==> src/rtl/usec_timebase.sv <==
module usec_timebase #(
  parameter int ADDR_W = 8
) (
  input  logic              pclk,
  input  logic              presetn,
  input  logic              psel,
  input  logic              penable,
  input  logic              pwrite,
  input  logic [ADDR_W-1:0] paddr,
  input  logic [31:0]       pwdata,
  output logic [31:0]       prdata,
  output logic              pready,
  input  logic              tick_i,
  input  logic              halt0_i,
  input  logic              halt1_i
);
  localparam int WI_W = ADDR_W - 2;
  localparam logic [WI_W-1:0] W_SET_HI = WI_W'(6'h00);
  localparam logic [WI_W-1:0] W_SET_LO = WI_W'(6'h01);
  localparam logic [WI_W-1:0] W_GET_HI = WI_W'(6'h02);
  localparam logic [WI_W-1:0] W_GET_LO = WI_W'(6'h03);
  localparam logic [WI_W-1:0] W_RAW_HI = WI_W'(6'h09);
  localparam logic [WI_W-1:0] W_RAW_LO = WI_W'(6'h0A);
  localparam logic [WI_W-1:0] W_DBG    = WI_W'(6'h0B);
  localparam logic [WI_W-1:0] W_HOLD   = WI_W'(6'h0C);

  logic [63:0] cnt_q;
  logic [31:0] stage_q, shadow_q;
  logic        pause_q;
  logic [1:0]  dbg_en_q;

  wire [WI_W-1:0] widx   = paddr[ADDR_W-1:2];
  wire            align  = (paddr[1:0] == 2'b00);
  wire            acc    = psel & penable & align;
  wire            wr     = acc & pwrite;
  wire            rd     = acc & ~pwrite;
  wire            ld_hi  = wr & (widx == W_SET_HI);
  wire            halted = (dbg_en_q[0] & halt0_i) | (dbg_en_q[1] & halt1_i);
  wire            run    = tick_i & ~pause_q & ~halted;

  assign pready = 1'b1;

  always_ff @(posedge pclk or negedge presetn) begin
    if (!presetn) begin
      cnt_q <= '0;
    end else if (ld_hi) begin
      cnt_q <= {pwdata, stage_q};
    end else if (run) begin
      cnt_q <= cnt_q + 64'd1;
    end
  end

  always_ff @(posedge pclk or negedge presetn) begin
    if (!presetn) begin
      stage_q  <= '0;
      pause_q  <= 1'b0;
      dbg_en_q <= 2'b11;
    end else if (wr) begin
      if (widx == W_SET_LO) stage_q  <= pwdata;
      if (widx == W_HOLD)   pause_q  <= pwdata[0];
      if (widx == W_DBG)    dbg_en_q <= pwdata[2:1];
    end
  end

  always_ff @(posedge pclk or negedge presetn) begin
    if (!presetn)                      shadow_q <= '0;
    else if (rd && widx == W_GET_LO)   shadow_q <= cnt_q[63:32];
  end

  always_comb begin
    prdata = '0;
    if (align) begin
      case (widx)
        W_GET_HI: prdata = shadow_q;
        W_GET_LO: prdata = cnt_q[31:0];
        W_RAW_HI: prdata = cnt_q[63:32];
        W_RAW_LO: prdata = cnt_q[31:0];
        W_DBG:    prdata = {29'd0, dbg_en_q, 1'b0};
        W_HOLD:   prdata = {31'd0, pause_q};
        default:  prdata = '0;
      endcase
    end
  end
endmodule

==> config.mk <==
export PLATFORM = sky130hd
export DESIGN_NAME = usec_timebase
export DESIGN_NICKNAME = d
export VERILOG_FILES = /design/src/rtl/usec_timebase.sv
export SDC_FILE = /design/constraint.sdc
export NUM_CORES = 1
export LEC_CHECK = 0
export BUFFER_PORTS_ARGS = -buffer_cell sky130_fd_sc_hd__buf_4
export CAP_MARGIN = 30
export CELL_PAD_IN_SITES_DETAIL_PLACEMENT = 2
export CELL_PAD_IN_SITES_GLOBAL_PLACEMENT = 2
export CORE_MARGIN = 4
export CORE_UTILIZATION = 37
export DETAILED_ROUTE_END_ITERATION = 10
export HOLD_SLACK_MARGIN = 0.15
export PLACE_DENSITY_LB_ADDON = 0.1
export SKIP_CTS_REPAIR_TIMING = 1
export SLEW_MARGIN = 30
export SYNTH_ARGS = -nofsm -noshare
export SYNTH_HDL_FRONTEND = slang
export SYNTH_SLANG_ARGS = --single-unit
export TNS_END_PERCENT = 5
==> constraint.sdc <==
create_clock -name pclk -period 3.24 [get_ports pclk]
set_clock_uncertainty 0.1 [all_clocks]
set_input_delay 0 -clock pclk [delete_from_list [all_inputs] [get_ports pclk]]
set_output_delay 0 -clock pclk [all_outputs]
set_load 0.02 [all_outputs]
== Word level (Yosys, flattened, before mapping) ==
Index checks and enable logic that the tools add are counted.
Word-level totals
  register bits: 131
  bits of input ports: 48
  output and inout port bits: 33
  logic and storage cells: 38
Operators by class
  $add $sub $neg: 1
  equal/unequal tests: 7
  muxes and demuxes: 4
  bitwise operators: 13
  reduce and logical (&&, ||, !) cells: 8
Operators by type and width (number)
  32-bit case mux with 5 select lines: 1
  64-bit two-way mux: 2
  64-bit by 1-bit adder with 64-bit output (second input constant): 1
  32-bit two-way mux: 1
  6-bit by 4-bit equality test with 1-bit output (second input constant): 4
  6-bit by 2-bit equality test with 1-bit output (second input constant): 2
  1-bit AND: 9
  6-bit by 1-bit equality test with 1-bit output (second input constant): 1
  6-bit logical NOT: 1
  2-bit AND reduction: 3
  1-bit inverter: 3
  2-bit logical NOT: 1
  2-bit nonzero test: 1
  2-bit OR reduction: 1
  1-bit logical AND: 1
  1-bit OR: 1

== Longest topological paths before layout ==
  depth in word-level cells: 6
  gate-level depth with buffers: 8
  depth with buffers taken out: 6

== Worst setup path after synthesis ==
Ideal clock, no wire load.
  path type: register to register
  from: register cnt_q[0]
  to: register cnt_q[56]
  setup time: 0.082 ns
  data arrival time: 2.230 ns
  data required time: 3.058 ns
  slack: 0.828 ns
  cell stages (with the launch flop): 9
  path buffers: 2
  period minus slack after synthesis: 2.412 ns
  cells stage by stage: dfrtp_1 -> ha_1 -> and4_1 -> clkbuf_1 -> nand4_1 -> or3_4 -> buf_6 -> or3_1 -> a31oi_1
On the way
  cells in the longest elaborated chain, start to end: 3
RTL lines
  start, declared: RTL line 27  | logic [63:0] cnt_q;
  start signal, assigned: RTL line 47  | cnt_q <= {pwdata, stage_q};
  start signal, assigned: RTL line 49  | cnt_q <= cnt_q + 64'd1;
  64-bit by 1-bit adder with 64-bit output: RTL line 49
  64-bit two-way mux: RTL line 48  | end else if (run) begin
  64-bit two-way mux: RTL line 46  | end else if (ld_hi) begin
No other way between the ends. The select of a mux whose other input is x is not followed.
A chain may end at the register's enable or synchronous reset.

== Worst setup path after layout ==
  from: input paddr[3]
  to: output prdata[28]
On the way
  cells in the longest elaborated chain, start to end: 4
  elaborated cells on any way between the ends: 9
  classes of those cells: eq/ne: 6; mux: 2; reduce/logical: 1
RTL lines
  start, declared: RTL line 9  | input logic [ADDR_W-1:0] paddr,
  6-bit by 2-bit equality test with 1-bit output / 6-bit by 4-bit equality test with 1-bit output (equally long branches): RTL line 73  | case (widx)
  2-bit OR reduction (no source line)
  32-bit case mux with 5 select lines *: RTL line 73
  32-bit two-way mux *: RTL line 72  | if (align) begin
  end, declared: RTL line 11  | output logic [31:0] prdata,
Mark *: on every way between the ends. The rest lies on a longest branch, timed or not.

==> results.md <==
- Gpl congestion: ~0.87
- Area growth syn-to-layout: 26.6%
- DR vias/cell: about 6.0
- IO Pins: 81
- Kind of critical path: in -> out
- Post-Route WL: ~27000 um
- Share of cells above drive strength 1: a little under a quarter
- Final Util: about 48%
- Post-synthesis adder-cell area fraction: 0.177%
- Total CTS buffers: 17
- Worst skew pair latency: 430 ps
- P_sw: about 1.1 mW
- VDD IR-drop max: between 0.0003 and 0.0004 V
- Number of synthesized flops with an enable pin: 0
- Final period util: approximately nine tenths
- CP Data Arrival Time: about 2900 ps
- Commonest non-fill, non-tap cell in the layout: dfrtp_1
- Starting Density: 37.7%
- Core area: about 19000 um2
- Netlist Area Pre-Place: a little over 7000 um2
- Clk buf depth: 2
- Power Dens Cells: approximately 460 nW/um2
- Dpl hpwl: about 18000 um
- Largest net degree at the start of global routing: approximately 110
- Slew Limit Fails: 0
- GRT Resource Usage Total: around 25%
- Initial drt markers: 540
- Worst setup EP type: primary output
- Status: completed
- Largest area contributor in the netlist: dfrtp_1
- Final min period: between 2000 and 3000 ps
- Compound-Gate Fraction of Synth Area: 13.2%
- Die Wd: about 150 um
- Final Hold Vio Count: 0
- Slack of the worst reg-to-reg path: around 450 ps
- Main combinational cell family by area after synthesis: simple AND/OR/NAND/NOR gates
- First-pass GRT wire length: ~42000 um
- Sequential share of the synthesized area: about 47%
- Min Hold Slack: ~46 ps
- Port bufs: 79
- Final Setup Violations: 0
- Post-route antenna net violation count: 0
- CP startpoint: paddr[3]
- Most frequent cells in the layout: dfrtp_1, buf_4, nor2_1, nand2_1, mux2_2
- Max-Slew Margin vs Limit: 36.8%
- DP Area: roughly 8000 um2
- CTS sink count: about 130
- Die area: around 21000 um2
- Crit-path max FO: 16
- Max_cap viols: 0
- Ys Warns: 0
- Post-synthesis mux area share: between 10% and 20%
- Post-synth top area share: between 40% and 50%
- Nets: between 800 and 900
- Cell Rows: 50
- Overall power: about 4 mW
- Syn Nets: ~780
- Worst hold path class: in -> async
- FFs w/ async S/R, synth: between 90% and 100%
- Drt drc: 0
- Syn avg cell area: approximately 9.7 um2
- Vias in the first global route: between 7000 and 8000
- Diodes inserted: 0
- Final Cell Area: 8930 um2
- WL per Instance: 24.6 um
- Unrepaired setup endpoints after global routing: false
- Initial antenna violation count: 0
- CTS tree: done
- Logic pwr share: under 10%
- Power share of the clock group: about 48%
- Seq pwr share: 44.3%
- Ranking of synthesized cells by area: dfrtp_1, mux2_2, o21ai_0
- CTS Root Cell: clkbuf_16
- Primary FF master, synth: dfrtp_1
- Worst Tran Pin Value: 948 ps
- Synth Register Bits: between 100 and 150
- Grt ovf: 0
- Fmax: about 0.34 GHz
- Post-Synth Simple-Gate Area: 22.0%
- Die Ht: 146 um
- Clock transition at path regs: approximately 70 ps
- CP Launch Type: input pin
- Area occupied by multi-input gates: around 3500 um2
- Reg-to-reg startpoint: cnt_q[0]$_DFFE_PN0P_
- Fill count: a little under 2000
- Cell-internal power: approximately 3 mW
- Switching Share: roughly a quarter
- Cell count after synthesis: 730
- Flip-flop and latch area: 3280 um2
- CTS H-Tree Depth: 4
- Req. time, crit path: roughly 3100 ps
- Xor and xnor area share after synthesis: between 4 and 5%
- Yosys cell types: 50
- DRT Pass-1 Iters: 6
- Via count: around 6600
- Setup_tns: 0 ps
- Pleak: 3.74 nW
-- per-stage QoR --
stage,cells,worst slack [ps]
floorplan,730,828
global placement,1019,557
detailed placement,1019,483
CTS,1051,408
global route,1091,191
finish,1091,289
-- flip-flops by register name, summed over array words and instances (netlist names) --
name,cells
dbg_en_q,2
cnt_q,64
pause_q,1
shadow_q,32
stage_q,32
-- final cells by class --
class                   instances  share of cell area [%]
clock buffers                  19                    4.96
clock inverters                13                    1.68
inverters                      11                   0.462
multi-input cells             540                    39.7
flip-flops and latches        131                    36.7
well taps                     234                    3.28
repair buffers                143                    13.2
-- Yosys cell counts, types with 2 or more instances --
| master | instances |
|---|---|
| mux2i_1 | 3 |
| a22oi_1 | 6 |
| nand2_1 | 65 |
| or4_1 | 8 |
| mux2_2 | 62 |
| o31ai_1 | 5 |
| nor3_1 | 11 |
| xnor2_1 | 24 |
| nor4b_1 | 3 |
| a211oi_1 | 2 |
| a21oi_1 | 4 |
| a31oi_1 | 27 |
| nand4_1 | 30 |
| nand3_1 | 29 |
| clkbuf_1 | 42 |
| a222oi_1 | 29 |
| xor2_1 | 11 |
| dfstp_2 | 2 |
| nor2b_1 | 6 |
| inv_1 | 11 |
| and4_1 | 7 |
| and2_1 | 4 |
| buf_2 | 3 |
| and3_1 | 11 |
| nor2_1 | 68 |
| nand4b_1 | 3 |
| nor4_1 | 20 |
| or3_1 | 24 |
| o21ai_0 | 61 |
| dfrtp_1 | 129 |
-- layer usage --
metal | part of all wire [%] | up-vias | track usage [%] | routed length (um)
met1 | 44 | 3438 | 33.3 | 11900
li1 | - | 2975 | - | -
met3 | 4.3 | 21 | 5.28 | 1160
met5 | 0 | - | 0 | 0
met4 | 1.2 | 0 | 5.17 | 332
met2 | 50 | 163 | 42.4 | 13500
-- critical path, cell delays in order --
cell and delay [ps]:
dlygate4sd3_1 530, buf_4 110, inv_1 50, nor4_1 330
buf_4 200, o21a_1 750, buf_4 400, a222oi_1 160
nor2_1 150, buf_4 160
-- final timing paths --
check,cells past startpoint,endpoint
setup / recovery,10,prdata[28]
hold / removal,2,shadow_q[7]$_DFFE_PN0P_
setup reg to reg,6,cnt_q[44]$_DFFE_PN0P_
hold reg to reg,2,cnt_q[4]$_DFFE_PN0P_
max in group asynchronous,3,shadow_q[3]$_DFFE_PN0P_
min in group pclk,5,cnt_q[8]$_DFFE_PN0P_
-- logic make-up (layout without fill, tap and decap cells) --
logic type | Yosys count | in the layout
muxes | 65 | 65
adders and majority gates | 1 | 1
buffers and inverters | 59 | 186
AOI/OAI and AO/OA | 140 | 140
and+or+nand+nor | 298 | 298
DFF | 131 | 131
xor gates and xnor gates | 35 | 35
other | 1 | 1
-- power groups by stage --
stage          logic [mW]  registers (mW)  clock network (mW)
2_1_floorplan       0.156            1.79                   0
3_3_place_gp        0.263            1.83                   0
3_5_place_dp        0.280            1.84                   0
4_1_cts             0.281            1.81                2.00
5_1_grt             0.351            1.82                2.09
6_report            0.314            1.81                1.97
Note: power is estimated with default switching activity, not from simulation.
